### src/rtl/supv_pkg.sv
package supv_pkg;
  // bit positions of the synchronized input bundle
  localparam int unsigned SB_WDT  = 0;
  localparam int unsigned SB_PB   = 1;
  localparam int unsigned SB_UV5  = 2;
  localparam int unsigned SB_UV10 = 3;
  localparam int unsigned SB_TOL  = 4;
  localparam int unsigned SYNC_W  = 5;

  // values the synchronizers take during block reset: supply assumed bad,
  // button released, no timeout, tight threshold
  localparam logic [SYNC_W-1:0] SYNC_RST = 5'b01110;

  function automatic int unsigned cnt_width(input int unsigned limit);
    return (limit < 2) ? 1 : $clog2(limit + 1);
  endfunction
endpackage

### src/rtl/supv_sync.sv
module supv_sync #(
  parameter int unsigned           W       = 1,
  parameter int unsigned           STAGES  = 2,
  parameter logic [W-1:0]          RST_VAL = '0
) (
  input  logic         clk,
  input  logic         rst_n,
  input  logic [W-1:0] d_i,
  output logic [W-1:0] q_o
);
  logic [W-1:0] stage_q [STAGES];

  for (genvar s = 0; s < STAGES; s++) begin : g_stage
    always_ff @(posedge clk or negedge rst_n) begin
      if (!rst_n) stage_q[s] <= RST_VAL;
      else if (s == 0) stage_q[s] <= d_i;
      else stage_q[s] <= stage_q[(s == 0) ? 0 : s-1];
    end
  end

  assign q_o = stage_q[STAGES-1];
endmodule

### src/rtl/supv_pb_filter.sv
module supv_pb_filter #(
  parameter int unsigned DEB_MS = 2
) (
  input  logic clk,
  input  logic rst_n,
  input  logic tick_i,
  input  logic pb_n_s_i,
  output logic press_o
);
  localparam int unsigned CW = supv_pkg::cnt_width(DEB_MS);
  localparam logic [CW-1:0] LAST = CW'(DEB_MS - 1);

  logic [CW-1:0] cnt_q, cnt_d;
  logic          press_q, press_d;

  always_comb begin
    cnt_d   = cnt_q;
    press_d = press_q;
    if (pb_n_s_i) begin
      cnt_d   = '0;
      press_d = 1'b0;
    end else if (tick_i && !press_q) begin
      if (cnt_q == LAST) press_d = 1'b1;
      else               cnt_d   = cnt_q + 1'b1;
    end
  end

  always_ff @(posedge clk or negedge rst_n) begin
    if (!rst_n) begin
      cnt_q   <= '0;
      press_q <= 1'b0;
    end else begin
      cnt_q   <= cnt_d;
      press_q <= press_d;
    end
  end

  assign press_o = press_q;
endmodule

### src/rtl/supv_hold_timer.sv
module supv_hold_timer #(
  parameter int unsigned HOLD_MS = 610
) (
  input  logic clk,
  input  logic rst_n,
  input  logic tick_i,
  input  logic cause_i,
  output logic active_o
);
  localparam int unsigned HW = supv_pkg::cnt_width(HOLD_MS);
  localparam logic [HW-1:0] LAST = HW'(HOLD_MS - 1);

  logic [HW-1:0] cnt_q, cnt_d;
  logic          act_q, act_d;

  always_comb begin
    cnt_d = cnt_q;
    act_d = act_q;
    if (cause_i) begin
      cnt_d = '0;
      act_d = 1'b1;
    end else if (act_q && tick_i) begin
      if (cnt_q == LAST) begin
        act_d = 1'b0;
        cnt_d = '0;
      end else begin
        cnt_d = cnt_q + 1'b1;
      end
    end
  end

  always_ff @(posedge clk or negedge rst_n) begin
    if (!rst_n) begin
      cnt_q <= '0;
      act_q <= 1'b1;
    end else begin
      cnt_q <= cnt_d;
      act_q <= act_d;
    end
  end

  assign active_o = act_q;
endmodule

### src/rtl/supv_reset_seq.sv
module supv_reset_seq #(
  parameter int unsigned HOLD_MS   = 610,
  parameter int unsigned PB_DEB_MS = 2,
  parameter int unsigned SYNC_STG  = 2
) (
  input  logic clk,
  input  logic rst_n,
  input  logic tick_ms_i,
  input  logic uv_5pct_i,
  input  logic uv_10pct_i,
  input  logic tol_sel_i,
  input  logic pb_n_i,
  input  logic wdt_expire_i,
  output logic rst_hi_o,
  output logic rst_lo_n_o
);
  import supv_pkg::*;

  logic [SYNC_W-1:0] raw, syn;
  logic uv_sel, pb_press, cause, active;
  logic out_hi_q, out_lo_q;

  always_comb begin
    raw          = '0;
    raw[SB_WDT]  = wdt_expire_i;
    raw[SB_PB]   = pb_n_i;
    raw[SB_UV5]  = uv_5pct_i;
    raw[SB_UV10] = uv_10pct_i;
    raw[SB_TOL]  = tol_sel_i;
  end

  supv_sync #(.W(SYNC_W), .STAGES(SYNC_STG), .RST_VAL(SYNC_RST)) u_sync (
    .clk(clk), .rst_n(rst_n), .d_i(raw), .q_o(syn)
  );

  supv_pb_filter #(.DEB_MS(PB_DEB_MS)) u_pb (
    .clk(clk), .rst_n(rst_n), .tick_i(tick_ms_i),
    .pb_n_s_i(syn[SB_PB]), .press_o(pb_press)
  );

  assign uv_sel = syn[SB_TOL] ? syn[SB_UV10] : syn[SB_UV5];
  assign cause  = uv_sel | pb_press | syn[SB_WDT];

  supv_hold_timer #(.HOLD_MS(HOLD_MS)) u_hold (
    .clk(clk), .rst_n(rst_n), .tick_i(tick_ms_i),
    .cause_i(cause), .active_o(active)
  );

  always_ff @(posedge clk or negedge rst_n) begin
    if (!rst_n) begin
      out_hi_q <= 1'b1;
      out_lo_q <= 1'b0;
    end else begin
      out_hi_q <= active;
      out_lo_q <= ~active;
    end
  end

  assign rst_hi_o   = out_hi_q;
  assign rst_lo_n_o = out_lo_q;
endmodule

### config.mk
export PLATFORM = sky130hd
export DESIGN_NAME = supv_reset_seq
export DESIGN_NICKNAME = d
export VERILOG_FILES = /design/src/rtl/supv_pkg.sv /design/src/rtl/supv_sync.sv /design/src/rtl/supv_pb_filter.sv /design/src/rtl/supv_hold_timer.sv /design/src/rtl/supv_reset_seq.sv
export SDC_FILE = /design/constraint.sdc
export NUM_CORES = 1
export LEC_CHECK = 0
export BUFFER_PORTS_ARGS = -buffer_cell sky130_fd_sc_hd__buf_2
export CAP_MARGIN = 20
export CORE_UTILIZATION = 55
export DETAILED_ROUTE_END_ITERATION = 8
export PLACE_DENSITY = 0.75
export SETUP_SLACK_MARGIN = 0.02
export SLEW_MARGIN = 15
export SYNTH_ARGS = -nofsm -noshare
export SYNTH_HDL_FRONTEND = slang
export SYNTH_SLANG_ARGS = --single-unit
### constraint.sdc
create_clock -name clk -period 2.3 [get_ports clk]
set_input_delay 0.575 -clock clk [delete_from_list [all_inputs] [get_ports clk]]
set_output_delay 0.575 -clock clk [all_outputs]
set_load 0.03 [all_outputs]
======== Yosys cells after proc, flatten, opt, wreduce, memory -nomap -nowiden ========
Index checks and enable logic that the tools add are counted.
storage, ports and cells
  bits in registers ....................... 26
  input bits .............................. 8
  word-level logic and storage cells ...... 39
cells by class
  add/subtract/negate cells ............... 2
  equal/unequal tests ..................... 3
  muxes and demuxes ....................... 13
  bitwise logic cells ..................... 3
  reduce and logical (&&, ||, !) cells .... 10
operators with widths
  cell                                                                   count
  10-bit two-way mux                                                     3
  10-bit by 1-bit adder with 10-bit output, second input constant        1
  10-bit equality test, second input constant                            1
  2-bit nonzero test                                                     4
  1-bit two-way mux                                                      7
  2-bit two-way mux                                                      3
  2-bit AND reduction                                                    3
  2-bit by 1-bit adder with 2-bit output, second input constant          1
  2-bit by 1-bit equality test with 1-bit output, second input constant  1
  1-bit logical AND                                                      2
  2-bit != test, second input constant                                   1
  1-bit OR                                                               2
  1-bit zero test                                                        1
  1-bit inverter                                                         1

======== Longest topological paths before layout ========
  word-level depth ........................ 5
  mapped depth ............................ 6
  mapped depth without buffers ............ 6

======== By module ========
Synthesis repeated with hierarchy kept, for this count alone.
unflattened totals
  cells, all modules ...................... 97
  area total of the unflattened synthesis .. 1136.1 µm²
by module, submodules not included
  module           times used  cells each  area an instance (µm²)  seq. area each (µm²)
  supv_hold_timer  1           62          613.1                   276.5
  supv_sync        1           15          295.3                   257.7
  supv_pb_filter   1           14          155.1                   75.1
  supv_reset_seq   1           6           72.6                    51.3

======== Worst setup path before layout ========
Ideal clock, no wire load.
  path type ............................... flip-flop to flip-flop
  from .................................... reg u_hold.cnt_q[4]
  to ...................................... reg u_hold.cnt_q[2]
  data arrival time ....................... 1539 ps
  data required time ...................... 2168 ps
  path slack .............................. 629 ps
  cell stages (with the launch flop) ...... 5
  buffers on the path ..................... 0
  cells stage by stage .................... dfrtp_1 -> or3_1 -> or4_4 -> o31ai_4 -> nor2_1
on the way
  cells in the longest elaborated chain, start to end .. 4
RTL lines
  item                    line                   RTL
  from (decl)             supv_hold_timer.sv:13  logic [HW-1:0] cnt_q, cnt_d;
  from (signal assigned)  supv_hold_timer.sv:37  cnt_q <= cnt_d;
  10-bit equality test    supv_hold_timer.sv:23  if (cnt_q == LAST) begin
  10-bit two-way mux      supv_hold_timer.sv:23
  10-bit two-way mux      supv_hold_timer.sv:22  end else if (act_q && tick_i) begin
  10-bit two-way mux      supv_hold_timer.sv:19  if (cause_i) begin
Every way passes these cells. The select of a mux whose other input is x is not followed.
A chain may end at the register's enable or synchronous reset.

======== Worst setup path in the final report ========
  from .................................... reg u_hold.cnt_q[4]
  to ...................................... reg u_hold.cnt_q[3]
Same word-level chain as after synthesis.

==> out/results.tsv <==
stage	metric	value	unit
grt	antenna violations before repair	0	
setup_path	worst-path maximum fanout	7	
timing	count of final max-slew check failures	0	
setup_path	required time worst endpoint	2.51	ns
setup_path	slowest CP cell	dfrtp_1	
setup_path	Worst Path Class, Setup	reg2reg	
timing	period utilisation layout	78.3	%
logic_synthesis	Syn Nets	99	
setup_path	Critical Path End Type	register	
timing	Tmin final	1.80	ns
route	Routed WL per cell	13.7	um
logic_synthesis	Mapped Area	0.00104	mm2
timing	endpoints failing setup	0	
clock_network	CTS Buf Count	3	
clock_network	total clock sinks	26	
setup_path	worst r2r path cells	4	
route	ANT nets after route	0	
final_layout	diodes inserted	0	
timing	Fin. Hold Viols	0	
route	Vias/cell	5.76	
setup_path	Largest stage delay, worst path	0.45	ns
setup_path	CP delay by family, top	simple AND/OR/NAND/NOR gates	
final_layout	Syn-to-layout area delta	12.4	%
grt	Overflow after GRT	0	
timing	clock skew	0.00545	ns
timing	setup_tns	0	ns
hold_path	Hold Path Class	in2async	
logic_synthesis	Mapped Cells	88	
logic_synthesis	synthesized flop and latch total	26	
floorplanning	Ports	10	
clock_network	TritonCTS clock tree	yes	
clock_network	Worst-path clk slew	0.14	ns
route	DRT iter0 DRCs	26	
route	Vias	726	
placed_design	DP HPWL	1190	um
final_layout	Storage cell area	661	um2
floorplanning	chip width	45.5	um
grt	largest net degree at the start of global routing	27	
timing	Achievable Freq	555	MHz
logic_synthesis	post-synth cell types	24	
placed_design	RePlAce Congestion	0.811	
setup_path	Crit path depth	4	
route	routed wire length	1720	um
route	drt pass-1 iters	4	
setup_path	critical-path cell list	or3_1, or4_4, o31ai_4, nor2_1	
power_and_ir_drop	worst vdd ir	579	uV
setup_path	WP buf/inv	0	
route	# DRC	0	
floorplanning	die area	0.00207	mm2
power_and_ir_drop	Power, Total	0.865	mW
setup_path	CP Launch Type	register	
placed_design	Port Buffers	9	
power_and_ir_drop	P per Cell Area	739	mW/mm2
logic_synthesis	Synth Warn #	0	
clock_network	setup bufs post-CTS	0	
final_layout	Layout Nets	113	
floorplanning	Die Span Y	45.5	um
setup_path	Arrival @ worst endpoint	2.01	ns
power_and_ir_drop	P_leak	0.499	nW
clock_network	post_cts resized	0	
final_layout	share of cells above drive strength 1	24.8	%
grt	vias in the first global route	692	
floorplanning	Std-Cell Rows	15	
floorplanning	Initial Util	59.7	%
clock_network	clk_lat worst skew	0.32	ns
job	max cap viols	0	
logic_synthesis	Synth Area per Inst	11.8	um2
grt	first-pass GRT wire length	2860	um
clock_network	CTS hold repair buffers	0	
clock_network	Max clock buf depth	2	
outcome	outcome	finished clean	
clock_network	clk root buf	clkbuf_4	
final_layout	multi-input logic area	367	um2
timing	Slew headroom	62.3	%
timing	worst slew pin tran	0.562	ns
floorplanning	core area	0.00175	mm2
grt	Total GRT Usage	20.2	%
timing	RSZ-0062 raised after global routing	no	
final_layout	fillers	143	
clock_network	CTS H-tree depth	1	
logic_synthesis	sequential area share after synthesis	63.4	%
-- cell families (layout without fill, tap and decap cells) --
group | after synthesis | after routing | share of synthesized area [%]
AND/OR/NAND/NOR | 30 | 30 | 14.9
flip-flops | 26 | 26 | 63.4
AO/OA/AOI/OAI | 20 | 20 | 12.2
XOR/XNOR | 4 | 4 | 3.36
buffers and inverters | 4 | 17 | 1.44
adder cells (fa/ha/maj) | 3 | 3 | 3.60
multiplexers | 1 | 1 | 1.08
-- state kept, by name, indices dropped and copies added (netlist names) --
signal and flops:
u_hold.cnt_q 10, u_sync.q_o 5, u_sync.stage_q 5, u_pb.cnt_q 2, rst_hi_o 1, rst_lo_n_o 1
u_hold.active_o 1, u_pb.press_o 1
-- final cells by class --
cell class	count	area share (%)
Clock buffer	3	1.92
Clock inverter	1	2.56
Inverter	4	1.28
Multi-Input combinational cell	58	31.3
Sequential cell	26	56.4
Tap cell	25	2.67
Timing Repair Buffer	9	3.85
-- power by group --
| group | switching (mW) | leakage, nW | total, mW | internal, mW |
|---|---|---|---|---|
| clock | 0.132 | 0.0279 | 0.308 | 0.176 |
| sequential | 0.0126 | 0.324 | 0.494 | 0.482 |
| combinational | 0.0367 | 0.147 | 0.0625 | 0.0258 |
-- synth_stat cells (all sizes together) --
master	n	area [um2]
ha	3	37.5
nand4	3	18.8
and3	1	6.26
nor2	7	26.3
o21ai	9	45.0
dfstp	8	210
nand3	3	15.0
mux2	1	11.3
inv	4	15.0
a21oi	6	30.0
a211o	1	8.76
or4	3	26.3
xnor2	2	17.5
dfrtp	18	450
a211oi	1	7.51
nor3	2	10.0
xor2	2	17.5
nand2	7	26.3
or3	4	26.3
o31ai	3	36.3
-- per-layer routing --
layer	share of wire [%]	track usage (%)	vias to the layer above
li1	-	-	338
met1	44	23.7	357
met2	48	32.9	26
met3	5.2	4.76	5
met4	2.7	12.7	0
met5	0	0	-
-- per-stage QoR --
| stage | hold slack (ns) | utilization [%] | worst slack [ns] | instance area [um2] | std cells |
|---|---|---|---|---|---|
| floorplan | 0.279 | - | 0.629 | 1040 | 88 |
| global placement | 0.334 | 64.1 | 0.532 | 1120 | 122 |
| detailed placement | 0.341 | 64.1 | 0.532 | 1120 | 122 |
| CTS | 0.224 | 67.1 | 0.510 | 1170 | 126 |
| global route | 0.243 | 67.1 | 0.421 | 1170 | 126 |
| finish | 0.213 | 67.1 | 0.499 | 1170 | 126 |
-- path summary, 6_finish.rpt --
path / startpoint / endpoint / slack [ns]
min: rst_n / u_hold.cnt_q[9] / 0.21
max: u_hold.cnt_q[4] / u_hold.cnt_q[3] / 0.50
max reg2reg: u_hold.cnt_q[4] / u_hold.cnt_q[3] / 0.50
min in group clk: uv_10pct_i / u_sync.stage_q[8] / 0.34
min reg2reg: u_sync.stage_q[8] / u_sync.q_o[3] / 0.37
max in group asynchronous: rst_n / u_sync.q_o[2] / 1.72
-- cell usage in the layout (no fill, tap or decap) --
| master | netlist | routed |
|---|---|---|
| dfrtp_1 | 18 | 18 |
| nand4_1 | 3 | 3 |
| o21ai_1 | 1 | 1 |
| nor2_1 | 7 | 7 |
| nand2_1 | 7 | 7 |
| or3_1 | 3 | 3 |
| a211oi_1 | 1 | 1 |
| a21oi_1 | 6 | 6 |
| ha_1 | 3 | 3 |
| xor2_1 | 2 | 2 |
| mux2_2 | 1 | 1 |
| nand3_1 | 3 | 3 |
| or4_1 | 2 | 2 |
| and3_1 | 1 | 1 |
| or3_2 | 1 | 1 |
| xnor2_1 | 2 | 2 |
| nor3_1 | 2 | 2 |
| inv_1 | 4 | 4 |
| dfstp_2 | 8 | 8 |
| buf_2 | 0 | 9 |
| or4_4 | 1 | 1 |
| bufinv_16 | 0 | 1 |
| a211o_1 | 1 | 1 |
| clkbuf_4 | 0 | 3 |
| o31ai_1 | 2 | 2 |
| o21ai_0 | 8 | 8 |
| o31ai_4 | 1 | 1 |
Note: power is estimated with default switching activity, not from simulation.
